### src/rtl/drp_timer_pkg.sv
package drp_timer_pkg;

  typedef struct packed {
    logic [1:0] duty;
    logic [1:0] rate;
    logic       mode;
  } drp_cfg_t;

  localparam logic [1:0] DUTY_RST = 2'b00;
  localparam logic [1:0] RATE_RST = 2'b01;
  localparam int unsigned MAX_IVL = 16;

  // share of the period spent as source, in percent
  function automatic int unsigned duty_pct(input logic [1:0] code);
    case (code)
      2'b00:   return 30;
      2'b01:   return 10;
      2'b10:   return 50;
      default: return 60;
    endcase
  endfunction

  // continuous sampling interval in ticks
  function automatic int unsigned rate_ticks(input logic [1:0] code);
    case (code)
      2'b00:   return 1;
      2'b01:   return 2;
      2'b10:   return 8;
      default: return 16;
    endcase
  endfunction

endpackage

### src/rtl/drp_cfg_shadow.sv
module drp_cfg_shadow
  import drp_timer_pkg::*;
(
  input  logic       clk,
  input  logic       rst,
  input  logic       load,
  input  logic [1:0] duty_in,
  input  logic [1:0] rate_in,
  input  logic       mode_in,
  output drp_cfg_t   cfg
);

  always_ff @(posedge clk) begin
    if (rst) begin
      cfg.duty <= DUTY_RST;
      cfg.rate <= RATE_RST;
      cfg.mode <= 1'b0;
    end else if (load) begin
      cfg.duty <= duty_in;
      cfg.rate <= rate_in;
      cfg.mode <= mode_in;
    end
  end

  // configuration only moves at a load point
  assert_cfg_stable_R8: assert property (@(posedge clk) disable iff (rst)
    !load |=> $stable(cfg));

endmodule

### src/rtl/drp_phase_ctr.sv
module drp_phase_ctr
  import drp_timer_pkg::*;
#(
  parameter int unsigned PERIOD = 80,
  localparam int unsigned CW = $clog2(PERIOD)
) (
  input  logic          clk,
  input  logic          rst,
  input  logic          enable,
  input  logic          attached,
  input  logic          tick,
  input  logic [1:0]    duty,
  output logic [CW-1:0] cnt,
  output logic [CW-1:0] src_len,
  output logic          wrap,
  output logic          role_src
);

  logic          run;
  logic [CW-1:0] cnt_n;
  logic [CW-1:0] len_tab [4];

  for (genvar g = 0; g < 4; g++) begin : g_len
    assign len_tab[g] = CW'(PERIOD * duty_pct(2'(g)) / 100);
  end

  assign src_len = len_tab[duty];
  assign run     = enable & ~attached;
  assign wrap    = run & tick & (cnt == CW'(PERIOD - 1));
  assign cnt_n   = wrap ? '0 : cnt + CW'(1);

  always_ff @(posedge clk) begin
    if (rst) begin
      cnt      <= '0;
      role_src <= 1'b1;
    end else if (!enable) begin
      cnt      <= '0;
      role_src <= 1'b1;
    end else if (attached) begin
      cnt      <= '0;
    end else if (tick) begin
      cnt      <= cnt_n;
      role_src <= (cnt_n == '0) | (cnt_n < src_len);
    end else begin
      role_src <= cnt < src_len;
    end
  end

  assert_cnt_range_R3: assert property (@(posedge clk) disable iff (rst)
    cnt < CW'(PERIOD));

  assert_wrap_source_R3: assert property (@(posedge clk) disable iff (rst)
    wrap |=> role_src);

  assert_attach_hold_R6: assert property (@(posedge clk) disable iff (rst)
    (enable && attached) |=> $stable(role_src));

  assert_release_source_R7: assert property (@(posedge clk) disable iff (rst)
    (enable && $fell(attached)) |=> role_src);

  assert_disabled_source_R9: assert property (@(posedge clk) disable iff (rst)
    !enable |=> role_src);

endmodule

### src/rtl/drp_sample_gen.sv
module drp_sample_gen
  import drp_timer_pkg::*;
#(
  parameter int unsigned PERIOD = 80,
  localparam int unsigned CW = $clog2(PERIOD),
  localparam int unsigned SW = $clog2(MAX_IVL)
) (
  input  logic          clk,
  input  logic          rst,
  input  logic          run,
  input  logic          tick,
  input  logic [CW-1:0] cnt,
  input  logic [CW-1:0] src_len,
  input  logic [1:0]    rate,
  input  logic          mode,
  output logic          sample_stb
);

  logic [SW-1:0] scnt;
  logic [SW-1:0] ivl_m1 [4];
  logic          pre_toggle;

  for (genvar g = 0; g < 4; g++) begin : g_ivl
    assign ivl_m1[g] = SW'(rate_ticks(2'(g)) - 1);
  end

  // tick that moves cnt to the last count before a role change
  assign pre_toggle = (cnt == src_len - CW'(2)) | (cnt == CW'(PERIOD - 2));

  always_ff @(posedge clk) begin
    if (rst || !run) begin
      scnt       <= '0;
      sample_stb <= 1'b0;
    end else if (tick) begin
      if (mode) begin
        scnt       <= '0;
        sample_stb <= pre_toggle;
      end else if (scnt >= ivl_m1[rate]) begin
        scnt       <= '0;
        sample_stb <= 1'b1;
      end else begin
        scnt       <= scnt + SW'(1);
        sample_stb <= 1'b0;
      end
    end else begin
      sample_stb <= 1'b0;
    end
  end

  assert_stb_on_tick_R4: assert property (@(posedge clk) disable iff (rst)
    sample_stb |-> $past(tick));

  assert_stb_idle_R6: assert property (@(posedge clk) disable iff (rst)
    !run |=> !sample_stb);

endmodule

### src/rtl/drp_toggle_timer.sv
module drp_toggle_timer
  import drp_timer_pkg::*;
#(
  parameter int unsigned PERIOD = 80
) (
  input  logic       clk,
  input  logic       rst,
  input  logic       tick_1ms,
  input  logic       enable,
  input  logic       attached,
  input  logic [1:0] duty_code,
  input  logic [1:0] rate_code,
  input  logic       sample_mode,
  output logic       role_src,
  output logic       sample_stb
);

  localparam int unsigned CW = $clog2(PERIOD);

  drp_cfg_t      cfg;
  logic [CW-1:0] cnt;
  logic [CW-1:0] src_len;
  logic          wrap;
  logic          run;
  logic          load;

  assign run  = enable & ~attached;
  assign load = ~enable | attached | wrap;

  drp_cfg_shadow u_cfg (
    .clk     (clk),
    .rst     (rst),
    .load    (load),
    .duty_in (duty_code),
    .rate_in (rate_code),
    .mode_in (sample_mode),
    .cfg     (cfg)
  );

  drp_phase_ctr #(.PERIOD(PERIOD)) u_phase (
    .clk      (clk),
    .rst      (rst),
    .enable   (enable),
    .attached (attached),
    .tick     (tick_1ms),
    .duty     (cfg.duty),
    .cnt      (cnt),
    .src_len  (src_len),
    .wrap     (wrap),
    .role_src (role_src)
  );

  drp_sample_gen #(.PERIOD(PERIOD)) u_sample (
    .clk        (clk),
    .rst        (rst),
    .run        (run),
    .tick       (tick_1ms),
    .cnt        (cnt),
    .src_len    (src_len),
    .rate       (cfg.rate),
    .mode       (cfg.mode),
    .sample_stb (sample_stb)
  );

  assert_no_stb_disabled_R9: assert property (@(posedge clk) disable iff (rst)
    !enable |=> !sample_stb);

  assert_no_stb_attached_R6: assert property (@(posedge clk) disable iff (rst)
    attached |=> !sample_stb);

endmodule

### config.mk
export PLATFORM = sky130hd
export DESIGN_NAME = drp_toggle_timer
export DESIGN_NICKNAME = d
export VERILOG_FILES = /design/src/rtl/drp_timer_pkg.sv /design/src/rtl/drp_cfg_shadow.sv /design/src/rtl/drp_phase_ctr.sv /design/src/rtl/drp_sample_gen.sv /design/src/rtl/drp_toggle_timer.sv
export SDC_FILE = /design/constraint.sdc
export NUM_CORES = 1
export LEC_CHECK = 0
export ABC_AREA = 1
export ABC_CLOCK_PERIOD_IN_PS = 1840
export BUFFER_PORTS_ARGS = -buffer_cell sky130_fd_sc_hd__buf_2
export CAP_MARGIN = 20
export CORE_MARGIN = 2
export CORE_UTILIZATION = 45
export CTS_BUF_LIST = sky130_fd_sc_hd__clkbuf_4 sky130_fd_sc_hd__clkbuf_8
export CTS_CLUSTER_DIAMETER = 200
export DETAILED_ROUTE_END_ITERATION = 16
export PLACE_DENSITY = 0.63
export SLEW_MARGIN = 10
export SYNTH_ARGS = -nofsm -noshare
export SYNTH_HDL_FRONTEND = slang
export SYNTH_SLANG_ARGS = --single-unit
### constraint.sdc
create_clock -name clk -period 1.84 [get_ports clk]
set_input_delay 0.184 -clock clk [delete_from_list [all_inputs] [get_ports clk]]
set_output_delay 0.184 -clock clk [all_outputs]
set_load 0.05 [all_outputs]
* Word-level counts from Yosys, hierarchy flattened
Index checks and enable logic that the tools add are counted.
** Word-level totals
- Register bits :: 18
- Output and inout port bits :: 2
** Cells by class
- Add/subtract/negate cells :: 3
- $lt $le $gt $ge :: 5
- Eq/ne operators :: 3
- Multiplexer cells :: 12
- Bitwise gates (word level) :: 12
- Reduce and logical (&&, ||, !) cells :: 6
** Operators by type and width (count)
- 7-bit two-way mux :: 3
- 4-bit two-way mux :: 4
- 7-bit binary-select mux with 2-bit select :: 1
- 7-bit equality test (second input constant) :: 2
- 7-bit < comparator :: 2
- 4-bit binary-select mux with 2-bit select :: 1
- 7-bit by 1-bit adder with 7-bit output (second input constant) :: 1
- 7-bit equality test :: 1
- 7-bit zero test :: 1
- 7-bit by 2-bit subtractor with 7-bit output (second input constant) :: 1
- 3-bit greater-or-equal comparator (second input constant) :: 2
- 2-bit inverter with 3-bit output :: 2
- 4-bit by 1-bit adder with 4-bit output (second input constant) :: 1
- 4-bit greater-or-equal comparator :: 1
- 1-bit bitwise OR :: 4
- 2-bit OR reduction :: 2
- 1-bit AND :: 3
- 1-bit two-way mux :: 3
- 1-bit inverter :: 3
- 3-bit OR reduction :: 1
- 1-bit zero test :: 1
- 1-bit logical OR :: 1

* Longest topological paths before layout
Gate-level depths: netlist (run 1).
- Depth in word-level cells :: 8
- Mapped depth :: 15
- Gate-level depth less buffers :: 15

* Hierarchy
Synthesis (run 1) repeated with hierarchy kept, for this count alone.
** Unflattened totals
- Cell total of the unflattened synthesis :: 252
- Area, all modules :: 1554.0 um^2
** By module, submodules not included
- drp_phase_ctr :: instances 1, cells an instance 106, area an instance 696.9 um^2, seq. area each 160.2 um^2
- drp_sample_gen :: instances 1, cells an instance 110, area an instance 628.1 um^2, seq. area each 100.1 um^2
- drp_cfg_shadow :: instances 1, cells an instance 31, area an instance 206.4 um^2, seq. area each 100.1 um^2
- drp_toggle_timer :: instances 1, cells an instance 5, area an instance 22.5 um^2, seq. area each 0.0 um^2

* Worst setup path before layout (run 1)
OpenSTA, ideal clock, no wires.
- Path type :: register to register
- Start :: register u_phase.cnt[0]
- End :: register u_phase.role_src
- Setup time :: 0.115 ns
- Arrival time :: 1.552 ns
- Path slack :: 0.173 ns
- Cell stages (with the launch flop) :: 15
- Period minus slack after synthesis :: 1.667 ns
- Cells stage by stage :: dfxtp_1 ha_1 nand2_1 o21ai_1 inv_2 nand2_1 inv_2 ha_1 nand2_1 nand2_1 nand2_1 nand2_1 nand2_1 nand2_1 nand2_1
** On the way
- Longest elaborated chain between the ends :: 6
- Elaborated cells between the ends (all ways) :: 9
- Those cells by class :: 1 x add/sub; 2 x order compare; 1 x eq/ne; 2 x mux; 2 x bitwise; 1 x reduce/logical
** Ends and longest elaborated chain
- start: declaration :: line drp_phase_ctr.sv:13 : output logic [CW-1:0] cnt,
- start signal: assignment :: line drp_phase_ctr.sv:42 : cnt <= cnt_n;
- parallel branches: the longest is 2 deep, another holds 7-bit by 1-bit adder with 7-bit output
- 7-bit two-way mux * :: line drp_phase_ctr.sv:30 : assign cnt_n = wrap ? '0 : cnt + CW'(1);
- net u_phase.cnt_n[4] :: line drp_phase_ctr.sv:20 : logic [CW-1:0] cnt_n;
- 7-bit < comparator / 7-bit zero test (equally long branches) :: line drp_phase_ctr.sv:43 : role_src <= (cnt_n == '0) | (cnt_n < src_len);
- 1-bit bitwise OR * :: line drp_phase_ctr.sv:43
- 1-bit two-way mux * :: line drp_phase_ctr.sv:41 : end else if (tick) begin
- end signal: assignment :: line drp_phase_ctr.sv:43
- end signal: assignment :: line drp_phase_ctr.sv:45 : role_src <= cnt < src_len;
- end: declaration :: line drp_phase_ctr.sv:16 : output logic role_src
Mark *: on every way through the listed nets, which the timed path passes.
A chain may end at the register's enable or synchronous reset.

* Worst setup path after layout (run 1)
- Start :: register u_cfg.cfg[4] (netlist name)
- End :: register u_phase.role_src
** On the way
- Longest elaborated chain between the ends :: 7
- Elaborated cells between the ends (all ways) :: 8
- Those cells by class :: 2 x order compare; 4 x mux; 2 x bitwise
** Ends and longest elaborated chain
- 2-bit inverter with 3-bit output (implied by the code) * :: line drp_phase_ctr.sv:27 : assign src_len = len_tab[duty];
- 7-bit binary-select mux with 2-bit select * :: line drp_phase_ctr.sv:27
- 7-bit two-way mux (implied by the code) * (2 in series) :: line drp_phase_ctr.sv:27
- 7-bit < comparator :: line drp_phase_ctr.sv:43
- 1-bit bitwise OR :: line drp_phase_ctr.sv:43
- 1-bit two-way mux * :: line drp_phase_ctr.sv:41
Mark *: on every way between the ends. The rest lies on a longest branch, timed or not. The select of a mux whose other input is x is not followed.

==> impl_metrics.json, run 1 <==
{
  "outcome": "finished, final reports clean",
  "die_h_um": 54.8,
  "synth_top_family_by_area": "simple AND/OR/NAND/NOR gates",
  "clock_latency_ns": 0.29,
  "busiest_layer": "met2",
  "grt_util_met2_pct": 31.5,
  "multiInputGateArea_um2": 716,
  "die_w_um": 54.8,
  "ant_nets": 0,
  "cp_slowest_cell": "dfxtp_2",
  "synth_simple_gate_area_share_pct": 27.8,
  "cts-root-buf": "clkbuf_4",
  "grt_remaining_overflow": 0,
  "dpl_cell_area_um2": 1270,
  "cts_tree": "built",
  "power.switching_uw": 201,
  "cts-hold-fix-buffers": 0,
  "crit_chain": "inv_1 -> ha_1 -> ha_1 -> inv_1 -> o21bai_1 -> a21oi_1 -> o21ai_0 -> nor2_1 -> nand2_1 -> nand2_1",
  "synth_compound_area_share_pct": 14.5,
  "first_pass_iters": 4,
  "synth_xor_area_share_pct": 2.91,
  "grt_first_pass_wirelength_um": 4030,
  "finalClockSkew_ns": 0.00933,
  "stdcell_area_um2": 1330,
  "io_pins": 12,
  "final_common_cell": "nand2_1",
  "drc_errors": 0,
  "clk_path_buf_depth": 2,
  "syn_area_um2": 1160,
  "core_um2": 2450,
  "drive_gt1_share_pct": 19.0,
  "worstSetupPathType": "reg -> reg",
  "synth-warning-count": 0,
  "use_met1_pct": 23.3,
  "p_seq_share_pct": 53.6,
  "cts.sinks": 18,
  "use_met3_pct": 4.92,
  "grtUsageTotal_pct": 18.6,
  "netlist_instances": 167,
  "cp.required_ns": 2.04,
  "tightest_slew_ns": 0.520,
  "final_cell_mix": "nand2_1 (33), inv_1 (19), nor2_1 (16), a21oi_1 (15), dfxtp_1 (15)",
  "final_util_pct": 54.1,
  "dpl.hpwl_um": 1900,
  "p_comb_share_pct": 15.0,
  "period_share_pct": 90.1,
  "cp-start-kind": "flip-flop",
  "syn_nets": 191,
  "vias": 1071,
  "io_buffer_count": 11,
  "max-vdd-ir-drop_mv": 0.703,
  "p_leak_uw": 0.000639,
  "synthFlopType": "dfxtp_1",
  "grt_max_degree": 15,
  "clock_power_share_pct": 31.4,
  "gp_routability_congestion": 0.814,
  "path_max_fanout": 4,
  "drt_iter0_drc": 9,
  "area_growth_syn_to_layout_pct": 14.3,
  "min_period_ns": 1.66,
  "grt_pass1_vias": 977,
  "cpPeakStageDelay_ns": 0.34,
  "internal-power_uw": 567,
  "synth_seq_cells": 18,
  "antenna_found_initial": 0,
  "p_total_uw": 768,
  "seq_area_um2": 364,
  "avgSynthCellArea_um2": 6.96,
  "p_per_area_nw_per_um2": 578,
  "seq_area_frac_synth_pct": 31.0,
  "setup_viol": 0,
  "post-place-ws_ns": 0.130,
  "post_drt_wl_per_cell_um": 11.3,
  "synth.area.mux_share_pct": 0,
  "cts_buffers": 3,
  "synth_edf_count": 0,
  "start_util_pct": 47.3,
  "clk_pin_slew_ns": 0.11,
  "viasPerCell": 5.00,
  "hp-class": "in -> reg",
  "async_reset_ff_share_pct": 0,
  "fin_nets": 209,
  "crit_arrival_ns": 1.86,
  "swShare_pct": 26.2,
  "fmax_mhz": 603,
  "wirelength_um": 2420,
  "hold_viol_final": 0,
  "fp-row-count": 18,
  "ys_types": 26,
  "slew_headroom_pct": 65.2,
  "slew_viol_final": 0,
  "endpoint_kind": "flip-flop",
  "htree_levels": 1,
  "setup_slack_ns": 0.183,
  "fillers": 232,
  "drv_cap": 0,
  "diodes": 0,
  "dieArea_um2": 3010,
  "synth_fa_ha_area_share_pct": 15.1
}
-- area by class of cell --
| class | instances | share of cell area [%] |
|---|---|---|
| repair buffers | 14 | 5.84 |
| clock buffers | 4 | 2.73 |
| multi-input cells | 122 | 53.9 |
| inverters | 26 | 7.34 |
| flip-flops and latches | 18 | 27.4 |
| well taps | 30 | 2.82 |
-- what timing repair did --
item	4_1_cts	5_1_grt
buffers inserted	0	0
gates resized for setup	0	6
setup endpoints to repair	0	1
-- metrics by stage --
stage	instances	TNS [ns]	hold WS, ns
final	214	0	0.108
after global routing	214	-0.00568	0.119
after CTS	214	0	0.106
after detailed placement	210	0	0.416
after global placement	210	0	0.399
after floorplan	167	0	0.303
-- path summary, 6_finish.rpt --
check	startpoint	slack, ns	cells past startpoint	endpoint
worst max-delay path	u_cfg.cfg[4]	0.18	10	u_phase.role_src
worst min-delay path	rate_code[0]	0.11	3	u_cfg.cfg[1]
worst max register to register	u_cfg.cfg[4]	0.18	10	u_phase.role_src
worst min register to register	u_phase.role_src	0.47	2	u_phase.role_src
-- sequential cells by signal, summed over array words and instances, names as in the netlist --
register	flops
u_phase.cnt	7
u_cfg.cfg	5
u_sample.scnt	4
u_phase.role_src	1
u_sample.sample_stb	1
-- layer usage --
metal	vias up	routed length (µm)	part of all wire, %
li1	584	-	-
met1	467	1200	49
met2	16	1080	45
met3	4	112	4.6
met4	0	28	1.2
met5	-	0	0
-- cell families (layout without fill, tap and decap cells) --
| family | after synthesis | count (layout) |
|---|---|---|
| adders and majority gates | 14 | 14 |
| AOI/OAI and AO/OA | 31 | 31 |
| buffers and inverters | 27 | 44 |
| xor gates and xnor gates | 3 | 3 |
| and+or+nand+nor | 74 | 74 |
| DFF | 18 | 18 |
-- Yosys cell counts, types with 2 or more instances --
library cell / n / area (µm²)
nand4_1: 3 / 18.8
ha_1: 14 / 175
o21ai_1: 4 / 20.0
inv_2: 7 / 26.3
nor3_1: 2 / 10.0
o21bai_1: 2 / 15.0
a21oi_1: 15 / 75.1
nor2_1: 16 / 60.1
dfxtp_1: 18 / 360
nand2_1: 34 / 128
o21ai_0: 6 / 30.0
xor2_1: 2 / 17.5
nand3_1: 13 / 65.1
inv_1: 19 / 71.3
-- power by group through the flow --
stage                     sequential (µW)  clock (µW)  combinational [µW]
after floorplan                       421           0                75.7
after global routing                  414         272                 132
final                                 411         241                 115
after CTS                             411         253                 116
after detailed placement              420           0                 115
after global placement                419           0                 111
-- worst max-delay path, delay by kind of cell (launching register included) --
family                     cells  cell delay (ns)
adders and majority gates      2             0.59
DFF                            1             0.34
buffers and inverters          2             0.11
and+or+nand+nor                3             0.16
AOI/OAI and AO/OA              3             0.36
Note: power is estimated with default switching activity, not from simulation.
==> inputs of run 2 (changes only) <==
- CORE_UTILIZATION: 45 -> 55
- PLACE_DENSITY: 0.63 -> 0.75
==> impl_metrics.json, run 2 (synthesized netlist as in run 1, its figures left out) <==
{
  "outcome": "finished, final reports clean",
  "dpl.hpwl_um": 1960,
  "fmax_mhz": 567,
  "swShare_pct": 27.2,
  "placed_cells": 207,
  "ant_nets": 0,
  "worstSetupPathType": "reg -> reg",
  "grt_max_degree": 15,
  "internal-power_uw": 568,
  "drc_errors": 0,
  "htree_levels": 1,
  "p_per_area_nw_per_um2": 580,
  "fp-row-count": 16,
  "seq_area_um2": 365,
  "finalClockSkew_ns": 0.00474,
  "p_comb_share_pct": 15.3,
  "final_cells": 212,
  "viasPerCell": 5.40,
  "setup_viol": 0,
  "path_max_fanout": 6,
  "min_period_ns": 1.76,
  "start_util_pct": 58.6,
  "crit_arrival_ns": 1.97,
  "die_h_um": 50.0,
  "tightest_slew_ns": 0.567,
  "largest_registers": "u_phase.cnt (7), u_cfg.cfg (5), u_sample.scnt (4)",
  "cp.required_ns": 2.04,
  "die_w_um": 50.0,
  "wirelength_um": 2640,
  "cts_tree": "built",
  "largest_register": "u_phase.cnt",
  "clk_pin_slew_ns": 0.11,
  "endpoint_kind": "flip-flop",
  "cpPeakStageDelay_ns": 0.51,
  "grt_pass1_vias": 1045,
  "diodes": 0,
  "fillers": 183,
  "grt_first_pass_wirelength_um": 4470,
  "dieArea_um2": 2500,
  "io_pins": 12,
  "vias": 1144,
  "max-vdd-ir-drop_mv": 0.359,
  "largest_register_ffs": 7,
  "crit_top_cell": "nand2_1",
  "final_cell_mix": "nand2_1 (32), inv_1 (19), nor2_1 (15), a21oi_1 (15), dfxtp_1 (14)",
  "post_drt_wl_per_cell_um": 12.5,
  "cts-hold-fix-buffers": 0,
  "slew_headroom_pct": 62.1,
  "drv_cap": 0,
  "cp_slowest_cell": "dfxtp_1",
  "grt_remaining_overflow": 0,
  "rrSetupSlack_ns": 0.08,
  "area_growth_syn_to_layout_pct": 15.7,
  "power.switching_uw": 212,
  "period_share_pct": 95.8,
  "clk_path_buf_depth": 2,
  "slew_viol_final": 0,
  "drive_gt1_share_pct": 21.1,
  "antenna_found_initial": 0,
  "hp-class": "in -> reg",
  "clock_power_share_pct": 31.9,
  "crit_chain": "nand2_1 -> o21ai_1 -> inv_2 -> nand2_2 -> inv_2 -> ha_1 -> nand2_1 -> nand2_1 -> nand2_1 -> nand2_1 -> nand2_1 -> nand2_1 -> nand2_1",
  "cp-startpoint": "u_phase.cnt[4]",
  "io_buffer_count": 11,
  "cts-root-buf": "clkbuf_4",
  "holdWs_ns": 0.104,
  "clock_latency_ns": 0.30,
  "multiInputGateArea_um2": 727,
  "first_pass_iters": 4,
  "r2r_start": "u_phase.cnt[4]",
  "p_seq_share_pct": 52.8,
  "p_leak_uw": 0.000639,
  "fin_nets": 210,
  "drt_iter0_drc": 31,
  "cp-start-kind": "flip-flop",
  "cts.sinks": 18,
  "hold_start": "rate_code[0]",
  "gp_routability_congestion": 0.927,
  "hold_viol_final": 0,
  "cts_buffers": 3,
  "grtUsageTotal_pct": 23.3,
  "final_common_cell": "nand2_1",
  "core_um2": 1980
}
## run 2: changes by cell type in the layout (fill, tap and decap cells not counted), sizes merged
cell / change
buf: +1
## run 2: worst paths after layout
kind	endpoint	depth (start not counted)
setup / recovery	u_phase.role_src	13
hold / removal	u_cfg.cfg[1]	3
setup reg to reg	u_phase.role_src	13
hold reg to reg	u_phase.role_src	2
## run 2: area by class of cell
cell class | instances | area share [%]
clock buffers | 4 | 2.70
inverters | 26 | 7.26
multi-input cells | 122 | 54.0
flip-flops and latches | 18 | 27.2
well taps | 27 | 2.51
repair buffers | 15 | 6.33
## run 2: power by group through the flow
| stage | Sequential, µW | Combinational [µW] | Clock (µW) |
|---|---|---|---|
| 6_report | 412 | 119 | 249 |
| 5_1_grt | 414 | 136 | 270 |
| 4_1_cts | 411 | 118 | 249 |
| 3_5_place_dp | 420 | 115 | 0 |
| 3_3_place_gp | 419 | 110 | 0 |
| 2_1_floorplan | 421 | 75.7 | 0 |
## run 2: metrics by stage
step	utilization (%)	worst slack, ns	TNS [ns]	cell area (µm²)	total power, µW
floorplan	-	0.173	0	1160	497
finish	67.9	0.0778	0	1350	780
detailed placement	64.1	0.0891	0	1270	535
global route	67.9	-0.0187	-0.0187	1350	821
global placement	64.1	0.191	0	1270	529
CTS	66.0	0.0184	0	1310	778
## run 2: layer usage
metal	global-route usage (%)	part of all wire (%)	up-vias
li1	-	-	585
met4	9.26	2.6	0
met1	29.4	45	505
met5	0	0	-
met2	40.0	47	43
met3	3.03	5.5	11
## run 2: what timing repair did
action,in CTS,in global routing
setup buffers,0,1
setup endpoints to repair,1,1
cloned,0,0
resized for setup,1,10
pin swaps,0,3
## run 2: worst max-delay path, delay by kind of cell, from the launching register on
kind	cells	cell delay (ns)
compound gates	1	0.17
flops	1	0.51
simple gates	9	0.62
fa+ha+maj	1	0.28
buf+inv	2	0.09
==> inputs of run 3 (changes only) <==
- RECOVER_POWER: unset -> 25
- SKIP_CTS_REPAIR_TIMING: unset -> 1
==> impl_metrics.json, run 3 (synthesized netlist as in run 1, its figures left out) <==
{
  "fin_tns_setup_ns": 0,
  "ant_nets": 0,
  "cts_tree": "built",
  "first_pass_iters": 4,
  "die_w_um": 50.0,
  "grt_max_degree": 15,
  "fin_nets": 210,
  "drc_errors": 0,
  "cts.sinks": 18,
  "hold_viol_final": 0,
  "drive_gt1_share_pct": 19.5,
  "viasPerCell": 5.43,
  "largest_registers": "u_phase.cnt (7), u_cfg.cfg (5), u_sample.scnt (4)",
  "dieArea_um2": 2500,
  "finalClockSkew_ns": 0.00289,
  "vias": 1152,
  "io_buffer_count": 11,
  "setup_viol": 0,
  "grt_first_pass_wirelength_um": 4470,
  "post_drt_wl_per_cell_um": 12.5,
  "worstSetupPathType": "reg -> reg",
  "final_cells": 212,
  "min_period_ns": 1.75,
  "p_per_area_nw_per_um2": 581,
  "slew_viol_final": 0,
  "grtUsageTotal_pct": 23.3,
  "start_util_pct": 58.6,
  "drt_iter0_drc": 35,
  "grt_pass1_vias": 1045,
  "largest_register_ffs": 7,
  "final_cell_mix": "nand2_1 (32), inv_1 (20), nor2_1 (15), a21oi_1 (15), dfxtp_1 (14)",
  "cts_buffers": 3,
  "fp-row-count": 16,
  "cp-start-kind": "flip-flop",
  "diodes": 0,
  "holdWs_ns": 0.100,
  "wl_met3_um": 143,
  "crit_arrival_ns": 1.95,
  "wirelength_um": 2640,
  "largest_register": "u_phase.cnt",
  "clk_path_buf_depth": 2,
  "antenna_found_initial": 0,
  "htree_levels": 1,
  "fillers": 186,
  "clock_latency_ns": 0.30,
  "die_h_um": 50.0,
  "cp.required_ns": 2.04,
  "fmax_mhz": 573,
  "cts-root-buf": "clkbuf_4",
  "io_pins": 12,
  "tightest_slew_ns": 0.599,
  "max-vdd-ir-drop_mv": 0.361,
  "hp-class": "in -> reg",
  "placed_cells": 207,
  "clk_pin_slew_ns": 0.11,
  "endpoint_kind": "flip-flop",
  "period_share_pct": 94.9,
  "top_layer": "met4",
  "grt_remaining_overflow": 0,
  "area_growth_syn_to_layout_pct": 15.5,
  "dpl.hpwl_um": 1960,
  "gp_routability_congestion": 0.927,
  "met2_wirelength_um": 1240,
  "core_um2": 1980,
  "final_common_cell": "nand2_1",
  "wirelength_met1_um": 1190,
  "slew_headroom_pct": 60.3,
  "p_leak_uw": 0.000635,
  "multiInputGateArea_um2": 727,
  "outcome": "finished, final reports clean",
  "path_max_fanout": 6,
  "drv_cap": 0,
  "seq_area_um2": 365
}
## run 3: changes by cell type in the layout (fill, tap and decap cells not counted)
cell | previous run | this run
inv_1 | 19 | 20
inv_2 | 7 | 6
buf_2 | 11 | 9
clkbuf_1 | 0 | 2
## run 3: worst paths after layout
| kind | slack (ns) | from | endpoint | cells after the start |
|---|---|---|---|---|
| max | 0.09 | u_phase.cnt[4] | u_phase.role_src | 13 |
| min | 0.10 | attached | u_phase.role_src | 3 |
| max reg2reg | 0.09 | u_phase.cnt[4] | u_phase.role_src | 13 |
| min reg2reg | 0.48 | u_phase.role_src | u_phase.role_src | 2 |
## run 3: cell type report
| cell class | count | share of cell area [%] |
|---|---|---|
| clock buffer | 4 | 2.70 |
| inverter | 26 | 7.27 |
| multi-input combinational | 122 | 54.1 |
| sequential | 18 | 27.2 |
| tap | 27 | 2.52 |
| timing repair buffer | 15 | 6.15 |
## run 3: routing by layer
metal | vias up | global-route usage (%)
met5 | - | 0
met4 | 0 | 9.26
met3 | 11 | 3.03
met2 | 53 | 40.0
met1 | 503 | 29.4
li1 | 585 | -
## run 3: through the flow
stage | cell area, µm² | power [µW] | setup WS, ns | utilization (%)
floorplan | 1160 | 497 | 0.173 | -
global placement | 1270 | 529 | 0.191 | 64.1
detailed placement | 1270 | 535 | 0.0891 | 64.1
CTS | 1310 | 778 | -0.00855 | 65.9
global route | 1340 | 820 | -0.0187 | 67.7
finish | 1340 | 780 | 0.0938 | 67.7
## run 3: worst max-delay path, stage by stage (launching register included)
cell     delay (ns)
dfxtp_1        0.50
nand2_1        0.15
o21ai_1        0.17
inv_2          0.05
nand2_2        0.09
inv_2          0.04
ha_1           0.27
nand2_1        0.07
nand2_1        0.07
nand2_1        0.05
nand2_1        0.05
nand2_1        0.04
nand2_1        0.05
nand2_1        0.04
## run 3: power by group
part	switching (µW)	total [µW]	internal, µW
sequential	10.9	412	401
clock	129	250	121
combinational	72.8	118	45.1
total	213	780	567
